--- config.mk ---
export PLATFORM = sky130hd
export DESIGN_NAME = eye_scan_ctrl
export DESIGN_NICKNAME = d
export VERILOG_FILES = /design/src/rtl/eye_scan_pkg.sv /design/src/rtl/eye_scan_seq.sv /design/src/rtl/eye_scan_errcnt.sv /design/src/rtl/eye_scan_resmem.sv /design/src/rtl/eye_scan_ctrl.sv
export SDC_FILE = /design/constraint.sdc
export NUM_CORES = 1
export LEC_CHECK = 0
export BUFFER_PORTS_ARGS = -buffer_cell sky130_fd_sc_hd__buf_4
export CAP_MARGIN = 10
export CORE_ASPECT_RATIO = 1.1
export CORE_UTILIZATION = 45
export CTS_CLUSTER_DIAMETER = 40
export DETAILED_ROUTE_END_ITERATION = 8
export PLACE_DENSITY = 0.68
export SYNTH_ARGS = -nofsm -noshare
export SYNTH_HDL_FRONTEND = slang
export SYNTH_HIERARCHICAL = 1
export SYNTH_SLANG_ARGS = --single-unit
export TNS_END_PERCENT = 10
--- constraint.sdc ---
create_clock -name clk -period 6.6 [get_ports clk]
set_input_delay 0.33 -clock clk [delete_from_list [all_inputs] [get_ports clk]]
set_output_delay 0.33 -clock clk [all_outputs]
set_load 0.1 [all_outputs]
--- src/rtl/eye_scan_pkg.sv ---
package eye_scan_pkg;
  localparam int SETTLE_W = 8;
  typedef enum logic [1:0] {
    ST_IDLE   = 2'd0,
    ST_SETTLE = 2'd1,
    ST_COUNT  = 2'd2,
    ST_STORE  = 2'd3
  } scan_st_t;
endpackage

--- src/rtl/eye_scan_seq.sv ---
module eye_scan_seq
  import eye_scan_pkg::*;
#(
  parameter int XIW = 3,
  parameter int YIW = 3,
  parameter int NXW = 4,
  parameter int NYW = 4,
  parameter int AW  = 6
) (
  input  logic                clk,
  input  logic                rst_n,
  input  logic [NXW-1:0]      cfg_nx,
  input  logic [NYW-1:0]      cfg_ny,
  input  logic [SETTLE_W-1:0] cfg_settle,
  input  logic                start,
  input  logic                abort,
  input  logic                meas_done,
  output logic [XIW-1:0]      x_idx,
  output logic [YIW-1:0]      y_idx,
  output scan_st_t            st,
  output logic                clr,
  output logic                wr_en,
  output logic [AW-1:0]       wr_addr,
  output logic                busy,
  output logic                done
);
  scan_st_t            st_q;
  logic [SETTLE_W-1:0] scnt_q;
  logic [XIW-1:0]      xi_q;
  logic [YIW-1:0]      yi_q;
  logic                done_q;
  logic                last_x, last_y;

  assign last_x  = (int'(xi_q) + 1) >= int'(cfg_nx);
  assign last_y  = (int'(yi_q) + 1) >= int'(cfg_ny);
  assign clr     = (st_q == ST_SETTLE) && (scnt_q == '0);
  assign wr_en   = (st_q == ST_STORE);
  assign wr_addr = AW'(yi_q) * AW'(cfg_nx) + AW'(xi_q);
  assign x_idx   = xi_q;
  assign y_idx   = yi_q;
  assign st      = st_q;
  assign busy    = (st_q != ST_IDLE);
  assign done    = done_q;

  always_ff @(posedge clk or negedge rst_n) begin
    if (!rst_n) begin
      st_q   <= ST_IDLE;
      scnt_q <= '0;
      xi_q   <= '0;
      yi_q   <= '0;
      done_q <= 1'b0;
    end else if (abort) begin
      st_q <= ST_IDLE;
    end else begin
      case (st_q)
        ST_IDLE: if (start) begin
          xi_q   <= '0;
          yi_q   <= '0;
          scnt_q <= cfg_settle;
          done_q <= 1'b0;
          st_q   <= ST_SETTLE;
        end
        ST_SETTLE: begin
          if (scnt_q == '0) st_q <= ST_COUNT;
          else              scnt_q <= scnt_q - 1'b1;
        end
        ST_COUNT: if (meas_done) st_q <= ST_STORE;
        default: begin
          scnt_q <= cfg_settle;
          if (last_x) begin
            xi_q <= '0;
            if (last_y) begin
              yi_q   <= '0;
              done_q <= 1'b1;
              st_q   <= ST_IDLE;
            end else begin
              yi_q <= yi_q + 1'b1;
              st_q <= ST_SETTLE;
            end
          end else begin
            xi_q <= xi_q + 1'b1;
            st_q <= ST_SETTLE;
          end
        end
      endcase
    end
  end

  // indices stay inside the programmed grid while sweeping
  p_idx_range_r1: assert property (@(posedge clk) disable iff (!rst_n)
    busy |-> (xi_q < cfg_nx) && (yi_q < cfg_ny));
  // start during a measurement leaves the point untouched
  p_start_ignored_r6: assert property (@(posedge clk) disable iff (!rst_n)
    (st_q == ST_COUNT && start && !abort && !meas_done)
      |=> (st_q == ST_COUNT) && $stable(xi_q) && $stable(yi_q));
  // abort while busy drops to idle with done low
  p_abort_idle_r7: assert property (@(posedge clk) disable iff (!rst_n)
    (abort && busy) |=> !busy && !done_q);
  // done only rises out of the store of the last point
  p_done_src_r8: assert property (@(posedge clk) disable iff (!rst_n)
    $rose(done_q) |-> ($past(st_q) == ST_STORE) && !busy);
endmodule

--- src/rtl/eye_scan_errcnt.sv ---
module eye_scan_errcnt #(
  parameter int BIT_W = 16,
  parameter int CNT_W = 12
) (
  input  logic             clk,
  input  logic             rst_n,
  input  logic             clr,
  input  logic             en,
  input  logic             in_valid,
  input  logic             in_data,
  input  logic             in_roam,
  input  logic [BIT_W-1:0] cfg_bits,
  output logic [CNT_W-1:0] err,
  output logic             meas_done
);
  logic [BIT_W-1:0] bits_q;
  logic [CNT_W-1:0] err_q, err_nx;
  logic [BIT_W:0]   bits_nx;
  logic             beat, mism;

  assign beat      = en && in_valid;
  assign mism      = in_data ^ in_roam;
  assign bits_nx   = {1'b0, bits_q} + 1'b1;
  assign meas_done = beat && (bits_nx >= {1'b0, cfg_bits});
  assign err       = err_q;

  generate
    if (CNT_W > BIT_W) begin : g_plain
      assign err_nx = err_q + CNT_W'(mism);
    end else begin : g_sat
      assign err_nx = (mism && (err_q != {CNT_W{1'b1}})) ? err_q + 1'b1 : err_q;
    end
  endgenerate

  always_ff @(posedge clk or negedge rst_n) begin
    if (!rst_n) begin
      bits_q <= '0;
      err_q  <= '0;
    end else if (clr) begin
      bits_q <= '0;
      err_q  <= '0;
    end else if (beat) begin
      bits_q <= bits_nx[BIT_W-1:0];
      err_q  <= err_nx;
    end
  end

  // a saturated count holds until cleared
  p_err_sat_r5: assert property (@(posedge clk) disable iff (!rst_n)
    (err_q == {CNT_W{1'b1}} && !clr) |=> err_q == {CNT_W{1'b1}});
  // errors never outnumber counted beats
  p_err_bound_r4: assert property (@(posedge clk) disable iff (!rst_n)
    err_q <= bits_q);
  // outside a counting window nothing is counted
  p_no_count_r4: assert property (@(posedge clk) disable iff (!rst_n)
    (!en && !clr) |=> $stable(bits_q) && $stable(err_q));
endmodule

--- src/rtl/eye_scan_resmem.sv ---
module eye_scan_resmem #(
  parameter int DEPTH = 64,
  parameter int AW    = 6,
  parameter int DW    = 12
) (
  input  logic          clk,
  input  logic          rst_n,
  input  logic          wr_en,
  input  logic [AW-1:0] wr_addr,
  input  logic [DW-1:0] wr_data,
  input  logic [AW-1:0] rd_addr,
  output logic [DW-1:0] rd_data
);
  logic [DW-1:0] mem_q [DEPTH];
  logic [DW-1:0] rd_q;

  always_ff @(posedge clk) begin
    if (wr_en) mem_q[wr_addr] <= wr_data;
    rd_q <= mem_q[rd_addr];
  end
  assign rd_data = rd_q;

  // every stored point lands inside the memory
  p_wr_addr_r2: assert property (@(posedge clk) disable iff (!rst_n)
    wr_en |-> int'(wr_addr) < DEPTH);
endmodule

--- src/rtl/eye_scan_ctrl.sv ---
module eye_scan_ctrl
  import eye_scan_pkg::*;
#(
  parameter int X_W    = 8,
  parameter int Y_W    = 9,
  parameter int BIT_W  = 16,
  parameter int CNT_W  = 12,
  parameter int MAX_NX = 8,
  parameter int MAX_NY = 8,
  localparam int NXW   = $clog2(MAX_NX + 1),
  localparam int NYW   = $clog2(MAX_NY + 1),
  localparam int DEPTH = MAX_NX * MAX_NY,
  localparam int AW    = $clog2(DEPTH)
) (
  input  logic                  clk,
  input  logic                  rst_n,
  input  logic [NXW-1:0]        cfg_nx,
  input  logic [NYW-1:0]        cfg_ny,
  input  logic [X_W-1:0]        cfg_x_step,
  input  logic [Y_W-1:0]        cfg_y_step,
  input  logic [Y_W-1:0]        cfg_y_lim,
  input  logic [BIT_W-1:0]      cfg_bits,
  input  logic [SETTLE_W-1:0]   cfg_settle,
  input  logic                  start,
  input  logic                  abort,
  input  logic                  in_valid,
  input  logic                  in_data,
  input  logic                  in_roam,
  output logic [X_W-1:0]        x_code,
  output logic signed [Y_W-1:0] y_code,
  output logic                  busy,
  output logic                  done,
  input  logic [AW-1:0]         rd_addr,
  output logic [CNT_W-1:0]      rd_data
);
  localparam int XIW = (MAX_NX > 1) ? $clog2(MAX_NX) : 1;
  localparam int YIW = (MAX_NY > 1) ? $clog2(MAX_NY) : 1;

  logic [XIW-1:0]   x_idx;
  logic [YIW-1:0]   y_idx;
  scan_st_t         st;
  logic             clr, wr_en, meas_done;
  logic [AW-1:0]    wr_addr;
  logic [CNT_W-1:0] err;

  eye_scan_seq #(.XIW(XIW), .YIW(YIW), .NXW(NXW), .NYW(NYW), .AW(AW)) u_seq (
    .clk, .rst_n, .cfg_nx, .cfg_ny, .cfg_settle, .start, .abort, .meas_done,
    .x_idx, .y_idx, .st, .clr, .wr_en, .wr_addr, .busy, .done);

  eye_scan_errcnt #(.BIT_W(BIT_W), .CNT_W(CNT_W)) u_cnt (
    .clk, .rst_n, .clr, .en(st == ST_COUNT), .in_valid, .in_data, .in_roam,
    .cfg_bits, .err, .meas_done);

  eye_scan_resmem #(.DEPTH(DEPTH), .AW(AW), .DW(CNT_W)) u_mem (
    .clk, .rst_n, .wr_en, .wr_addr, .wr_data(err), .rd_addr, .rd_data);

  assign x_code = X_W'(x_idx) * cfg_x_step;
  assign y_code = Y_W'(y_idx) * cfg_y_step - cfg_y_lim;

  // offsets are held steady for the whole counting window
  p_code_hold_r3: assert property (@(posedge clk) disable iff (!rst_n)
    (st == ST_COUNT && !abort) |=> $stable(x_code) && $stable(y_code));
endmodule

==> metrics.cfg, run 1 <==
[outcome]
status=complete, no violations

[detailed_routing]
drc=0
drt_iter0_markers=1984
routedWlPerCell_um=25.8
antenna_left=0
wl_um=82000
via_per_inst=5.84
num_vias=18500
firstDrtPassIters=5

[worst_setup_path]
cp_top_family=simple AND/OR/NAND/NOR gates
r2r_cells=7
reg2reg_from=u_seq/y_idx[0]
crit_arrival_ns=5.50
r2r_slack_ns=1.37
path_max_fanout=17
crit_start=u_seq/y_idx[0]
critPathMostFrequentCell=fa_1
path_cells=nand2_1, fa_1, inv_1, fa_1, fa_1, nand4_1, nor2_1
crit_end=u_mem/mem_q[39][0]
worstSetupEndpointType=flip-flop
worst_path_max_delay_cell=nor2_1
cp_num_buf_inv=1
critPathKind=reg2reg
startpoint_type=flip-flop
crit_cells=7
cpPeakStageDelay_ns=1.21
required_ns=6.87
r2r_end=u_mem/mem_q[39][0]

[synthesis]
avgSynthCellArea_um2=18.1
synthAdderAreaFrac_pct=3.51
synth_cell_type_count=68
synthArstFlopShare_pct=5.45
synth_warnings=6
synth_seq_cells=825
synth_fp_nets=2079
synth-xor-area-share_pct=1.56
ys.flop_type=edfxtp_1
postSynthCellCount=1925
synth_enable_flop_cells=768
synth_area_mm2=0.0348
synth-simple-area-share_pct=5.37
synth-compound-area-share_pct=3.64
muxShareOfSynthArea_pct=13.4
synth_top_family_by_area=multiplexers
ys_seq_area_share_pct=70.3

[pwr]
powerDensity_mw_per_mm2=343
peakVddDrop_mv=0.357
p_leak_nw=14.8

[sta]
fin_crit_sh_pct=79.3
tightest_slew_ns=1.18
hold_viol=0
fin_tns_setup_ns=0
setup_viol=0
clock.fmax_mhz=191
drv_slew=0
clock_skew_ns=0.0277
rsz0062_at_grt=no
relSlewSlack_pct=21.1
holdWs_ns=0.0666
fin_crit_ns=5.23

[cells_and_area]
final_cell_mix=768 x edfxtp_1, 192 x mux4_2, 116 x nor2_1
fin_nets=2216
syn_to_final_growth_pct=15.4
stdcell_area_mm2=0.0401
layout_commonest_cell=edfxtp_1
drive_gt1_share_pct=24.0

[place]
place_congestion=0.916
dp_hpwl_um=50900
port_buffers=101
postPlaceCellArea_mm2=0.0365

[floorplanning]
rows=106
dieArea_mm2=0.0784
start_util_pct=45.6
die_x_um=267
io-pin-count=102
core_area_mm2=0.0763
die_height_um=293

[global_route]
gr-total-overflow=0
gr-usage-all-layers_pct=21.4
grt_pass1_vias=18500
grt_max_degree=78
antenna_found_initial=3
grt_pass1_wl_um=122000

[clocking]
clk_latency_ns=0.65
cts_buffer_depth=3
h-tree-depth=3
cts.reportedPaths.clkPinSlew_ns=0.06
cts_buffers=97
clock_sinks=825
cts_root_buf=clkbuf_16
postCtsSetupBuffers=0
cts_resized=0
cts_tree=built

[hold_path]
hold_path_class=in2reg
hold_depth=5

[flow_run]
maxCapViolCount=0

[synth_stat cells (all sizes together) (27+ instances only)]
cell    number  area (um^2)
nand3       35          175
nand2       86          325
clkbuf      43          163
a21oi       38          190
edfxtp     768        23100
nor2       116          435
ha          59          738
dfrtp       45         1130
o22ai       27          169
o21ai       36          180
buf         44          328
mux4       192         4320
nor3        27          173
xnor2       38          333
inv         81          304
[stage by stage]
stage,power (W),setup WS (ns),std cells,utilization [%]
3_5_place_dp,0.00821,1.45,2980,47.9
5_1_grt,0.0142,1.20,3172,52.6
4_1_cts,0.0139,1.47,3171,52.6
2_1_floorplan,0.00764,2.24,1925,-
6_report,0.0138,1.37,3172,52.6
3_3_place_gp,0.00816,1.70,2980,47.9
[routing by layer]
| metal | vias to the layer above | track usage (%) | routed length [um] |
|---|---|---|---|
| met5 | - | 0 | 11 |
| met3 | 153 | 4.07 | 6530 |
| met4 | 2 | 7.40 | 2370 |
| met2 | 844 | 35.2 | 40900 |
| li1 | 7912 | - | - |
| met1 | 9619 | 28.5 | 32100 |
[worst min-delay path, cell delays in order]
cell	delay [ns]
buf_4	0.11
inv_1	0.05
mux2i_1	0.06
nand2_1	0.06
o21ai_0	0.07
[worst min path at each step]
stage	startpoint	to	slack, ns
final	cfg_settle[1]	u_seq/scnt_q[1]	0.07
after global routing	cfg_settle[1]	u_seq/scnt_q[1]	0.09
after CTS	cfg_settle[1]	u_seq/scnt_q[1]	0.03
after detailed placement	rst_n	u_cnt/bits_q[0]	0.40
after global placement	rst_n	u_cnt/bits_q[0]	0.39
after floorplan	rst_n	u_cnt/bits_q[0]	0.03
[where the power goes]
part / total (W) / internal, W / switching (W)
Sequential: 0.00612 / 0.00585 / 0.000267
Clock: 0.00568 / 0.00341 / 0.00226
Combinational: 0.00197 / 0.000601 / 0.00137
Total: 0.0138 / 0.00987 / 0.00390
[state kept, by name (all words and copies together), names as in the netlist]
register       count
u_cnt/bits_q      16
u_cnt/err         12
u_mem/mem_q      768
u_mem/rd_data     12
u_seq/done         1
u_seq/scnt_q       8
u_seq/st           2
u_seq/x_idx        3
u_seq/y_idx        3
[logic make-up after synthesis]
logic type	after synthesis
adders and majority gates	83
AOI/OAI and AO/OA	188
muxes	223
buffers and inverters	168
DFF	825
and+or+nand+nor	376
xor gates and xnor gates	62
[final cells by class]
class	count	area, um^2
inverter	81	304
clock inverter	70	900
tap	1026	1280
clock buffer	112	2630
fill	5908	36100
timing repair buffer	125	985
antenna	1	2.50
sequential	825	24500
multi-input combinational	932	9540
[repair_timing]
action / CTS / global route
hold buffers: 9 / 0
setup endpoints to repair: 0 / 0
hold endpoints to repair: 53 / 0
Power figures use the tool's default switching activity.
==> inputs of run 2 (changes only) <==
==> constraint.sdc (replaced) <==
create_clock -name clk -period 5.38 [get_ports clk]
set_input_delay 0.269 -clock clk [delete_from_list [all_inputs] [get_ports clk]]
set_output_delay 0.269 -clock clk [all_outputs]
set_load 0.1 [all_outputs]
==> run 2 against run 1 <==
Effect of this change: via count is 2.1% higher; highest routed layer is now met4; count of clock-buffer cells in the layout is 14 higher; final cell count is 2.8% higher; critical path type unchanged; largest cell class unchanged.
==> metrics.cfg, run 2 (synthesis gave the netlist of run 1 again) <==
[floorplanning]
start_util_pct=45.6
rows=106
core_area_mm2=0.0763
dieArea_mm2=0.0784
die_x_um=267
die_height_um=293
io-pin-count=102

[clocking]
clk_latency_ns=0.67
cts_buffer_depth=3
cts_resized=0
cts_tree=built
cts_buffers=106
clock_sinks=825
h-tree-depth=3
cts_root_buf=clkbuf_16
cts.reportedPaths.clkPinSlew_ns=0.06

[cells_and_area]
fin_util_pct=53.4
largest_reg_flops=768
fin_nets=2301
diodes=0
max_flop_register=u_mem/mem_q
drive_gt1_share_pct=26.3
fin_cells=3260
register_area_mm2=0.0245
multiInputGateArea_mm2=0.00954
top_regs=u_mem/mem_q (768), u_cnt/bits_q (16)
final_cell_mix=768 x edfxtp_1, 192 x mux4_2, 186 x buf_4
layout_commonest_cell=edfxtp_1
syn_to_final_growth_pct=17.1
stdcell_area_mm2=0.0407
nFillCells=5900

[detailed_routing]
firstDrtPassIters=5
dr_wl_met3_um=6270
via_per_inst=5.80
wl_met1_um=33300
drt_iter0_markers=1979
topRoutingLayerUsed=met4
antenna_left=0
routedWlPerCell_um=25.3
wl_um=82600
drc=0
wl_met2_um=40700
num_vias=18900

[global_route]
grt_max_degree=83
grt_pass1_wl_um=124000
gr-total-overflow=0
gr-usage-all-layers_pct=21.6
antenna_found_initial=0
grt_pass1_vias=19100

[place]
dp_hpwl_um=50900
place_congestion=0.872
port_buffers=101
postPlaceCellArea_mm2=0.0371
dp_cells=3055

[worst_setup_path]
startpoint_type=flip-flop
cpPeakStageDelay_ns=0.90
critPathMostFrequentCell=fa_1
worstSetupEndpointType=flip-flop
critPathKind=reg2reg
r2r_cells=10
crit_arrival_ns=4.92
worst_path_max_delay_cell=nor2_1
path_cells=nand2_1, fa_1, inv_1, fa_1, fa_1, a21o_1, a21oi_1, xnor2_1, or3_1, nor2_1
required_ns=5.65
path_max_fanout=15

[pwr]
swShare_pct=28.7
clkPwrFrac_pct=41.1
p_leak_nw=15.1
power.switching_w=0.00486
p_int_w=0.0121
peakVddDrop_mv=0.768
power_frac_comb_pct=15.1
powerDensity_mw_per_mm2=416
seq_power_share_pct=43.8

[sta]
fin_crit_ns=4.65
drv_slew=0
clock.fmax_mhz=215
holdWs_ns=0.168
rsz0062_at_grt=no
clock_skew_ns=0.0354
fin_crit_sh_pct=86.5
tightest_slew_ns=1.06
hold_viol=0
setup_viol=0
relSlewSlack_pct=28.9
fin_tns_setup_ns=0

[hold_path]
hold_path_class=in2reg
hold_depth=5

[flow_run]
maxCapViolCount=0

[outcome]
status=complete, no violations

run 2: cell count changes in the layout (fill, tap and decap cells not counted), sizes merged:
cell	delta
buf	+75
clkinv	+1
inv	+5
diode	-1
clkinvlp	-2
bufinv	-5
clkbuf	+14
dlygate4sd3	+1
run 2: power by group through the flow:
| stage | sequential [W] | combinational (W) | clock (W) |
|---|---|---|---|
| floorplan | 0.00755 | 0.00182 | 0 |
| global placement | 0.00754 | 0.00252 | 0 |
| detailed placement | 0.00755 | 0.00256 | 0 |
| CTS | 0.00742 | 0.00258 | 0.00707 |
| global route | 0.00744 | 0.00274 | 0.00734 |
| finish | 0.00742 | 0.00256 | 0.00697 |
run 2: final cells by class:
cell class / count / share of cell area [%]
Multi-Input combinational cell: 932 / 23.4
Clock inverter: 69 / 1.78
Timing Repair Buffer: 201 / 3.89
Clock buffer: 126 / 6.91
Tap cell: 1026 / 3.15
Inverter: 81 / 0.747
Sequential cell: 825 / 60.1
run 2: worst paths after layout:
path	start	slack (ns)	end
worst max register to register	u_seq/y_idx[2]	0.73	u_mem/mem_q[2][4]
worst max-delay path	u_seq/y_idx[2]	0.73	u_mem/mem_q[2][4]
worst min register to register	u_seq/scnt_q[0]	0.51	u_seq/scnt_q[0]
worst min-delay path	start	0.17	u_seq/x_idx[0]
min in group asynchronous	rst_n	0.18	u_cnt/bits_q[0]
max in group asynchronous	rst_n	4.73	u_cnt/err[6]
run 2: per-layer routing:
layer | up-vias | track usage [%]
met5 | - | 0
met4 | 0 | 7.22
met2 | 904 | 35.4
met1 | 9781 | 29.7
li1 | 8104 | -
met3 | 135 | 3.35
run 2: stage by stage:
stage               setup WS, ns  power (W)
global route               0.483     0.0175
CTS                        0.720     0.0171
detailed placement         0.736     0.0101
global placement           0.839     0.0101
floorplan                   1.02    0.00937
finish                     0.728     0.0169
run 2: repair_timing:
action	CTS	global route
buffers inserted	0	0
hold buffers	10	0
hold endpoints to repair	56	0
run 2: critical path, delay by kind of cell (launching register included):
kind	cells	cell delay, ns
AO/OA/AOI/OAI	2	0.35
buffers and inverters	1	0.05
XOR/XNOR	1	0.18
adder cells (fa/ha/maj)	3	1.40
flip-flops	1	0.62
AND/OR/NAND/NOR	3	1.65
==> inputs of run 3 (changes only) <==
==> constraint.sdc (replaced) <==
create_clock -name clk -period 5.38 [get_ports clk]
set_input_delay 1.614 -clock clk [delete_from_list [all_inputs] [get_ports clk]]
set_output_delay 1.614 -clock clk [all_outputs]
set_load 0.1 [all_outputs]
==> run 3 against run 2 <==
Effect of this change: the run now ends with setup timing left; global-route usage decreased by 0.80 points; fmax fell by 21%; core utilization rose by 1.0 points; sequential share of layout area down 1.2 points; final cell count up 1.4%; critical endpoint is now y_code[8]; critical path type is now in2out; worst hold slack gained 0.33 ns; first-iteration DRC count is 27% lower.
==> metrics.cfg, run 3 (synthesis gave the netlist of run 1 again) <==
[outcome]
status=finished with violations
violations=setup timing

[global_route]
grt_pass1_wl_um=121000
gr-total-overflow=0
antenna_found_initial=1
grt_max_degree=86
gr-usage-all-layers_pct=20.8
grt_pass1_vias=19600

[detailed_routing]
num_vias=18900
firstDrtPassIters=8
routedWlPerCell_um=24.1
drt_iter0_markers=1447
via_per_inst=5.70
antenna_left=0
wl_um=79700
drc=0

[worst_setup_path]
r2r_end=u_mem/mem_q[35][4]
crit_start=cfg_y_step[0]
critPathKind=in2out
path_cells=buf_8, nand2_4, fa_1, fa_1, inv_2, ha_4, a21o_1, a211oi_2, nor2_2, o41ai_4, xnor2_4, buf_12
required_ns=3.77
r2r_cells=12
r2r_slack_ns=0.80
worst_path_max_delay_cell=fa_1
startpoint_type=primary input
critPathMostFrequentCell=fa_1
crit_end=y_code[8]
cpPeakStageDelay_ns=0.57
cp_num_buf_inv=3
crit_cells=12
worstSetupEndpointType=output pin
cp_top_family=adder cells
crit_arrival_ns=4.27
reg2reg_from=u_seq/y_idx[1]
path_max_fanout=3

[floorplanning]
rows=106
die_x_um=267
io-pin-count=102
start_util_pct=45.6
die_height_um=293
core_area_mm2=0.0763
dieArea_mm2=0.0784

[clocking]
postCtsSetupBuffers=0
cts_buffers=103
cts_root_buf=clkbuf_16
cts_tree=built
cts_buffer_depth=3
clk_latency_ns=0.65
clock_sinks=825
cts.reportedPaths.clkPinSlew_ns=0.05
postCtsHoldBufs=0
h-tree-depth=3

[cells_and_area]
register_area_mm2=0.0244
fin_cells=3307
diodes=0
max_flop_register=u_mem/mem_q
final_cell_mix=768 x edfxtp_1, 218 x buf_4, 192 x mux4_2
syn_to_final_growth_pct=19.4
fin_nets=2345
nFillCells=5869
stdcell_area_mm2=0.0415
layout_commonest_cell=edfxtp_1
top_regs=u_mem/mem_q (768), u_cnt/bits_q (16)
multiInputGateArea_mm2=0.00975
fin_util_pct=54.4
largest_reg_flops=768
drive_gt1_share_pct=29.9

[sta]
relSlewSlack_pct=18.2
fin_crit_sh_pct=109
rsz0062_at_grt=yes
clock.fmax_mhz=170
setup_ws_ns=-0.504
fin_crit_ns=5.88
clock_skew_ns=0.0234
setup_viol=6
tightest_slew_ns=1.22
drv_slew=0
holdWs_ns=0.497
hold_viol=0

[pwr]
peakVddDrop_mv=0.702
powerDensity_mw_per_mm2=418
p_leak_nw=15.5

[place]
place_congestion=0.839
dp_cells=3106
dp_hpwl_um=49800
port_buffers=101
postPlaceCellArea_mm2=0.0377

[hold_path]
hold_path_class=reg2reg
min_from=u_seq/scnt_q[0]

[flow_run]
maxCapViolCount=0

==> run 3: where the power goes <==
group	total, W	switching (W)	internal [W]	leakage, nW
registers	0.00733	0.000152	0.00718	8.74
clock network	0.00701	0.00279	0.00422	1.69
logic	0.00300	0.00196	0.00104	5.11
==> run 3: metrics by stage <==
step	total power [W]	worst slack, ns	setup TNS, ns
finish	0.0173	-0.504	-1.79
global route	0.0179	-0.640	-2.38
CTS	0.0174	-0.566	-2.16
detailed placement	0.0103	-0.768	-42.13
global placement	0.0102	-0.745	-29.53
floorplan	0.00949	-0.590	-4.01
==> run 3: how the worst min path moves through the flow <==
stage,cells past startpoint,endpoint
after global placement,1,u_seq/scnt_q[0]
after floorplan,1,u_seq/scnt_q[0]
final,1,u_seq/scnt_q[0]
after detailed placement,1,u_seq/scnt_q[0]
after global routing,1,u_seq/scnt_q[0]
after CTS,1,u_seq/scnt_q[0]
==> run 3: area by class of cell <==
class / count / share of cell area, %
repair buffers: 248 / 5.22
inverters: 81 / 0.733
clock buffers: 116 / 6.40
flip-flops and latches: 825 / 58.9
multi-input cells: 932 / 23.5
clock inverters: 79 / 2.17
well taps: 1026 / 3.09
==> run 3: what timing repair did <==
action / 4_1_cts / 5_1_grt
gates resized for setup: 29 / 9
pin swaps: 13 / 4
setup endpoints to repair: 7 / 10
==> run 3: per-layer routing <==
layer / wire length, um / up-vias / track usage, % / part of all wire [%]
met2: 40800 / 658 / 35.5 / 51
li1: - / 8186 / - / -
met4: 1880 / 2 / 6.77 / 2.4
met5: 13 / - / 0 / 0.016
met3: 4760 / 106 / 2.67 / 6.0
met1: 32200 / 9905 / 27.7 / 40
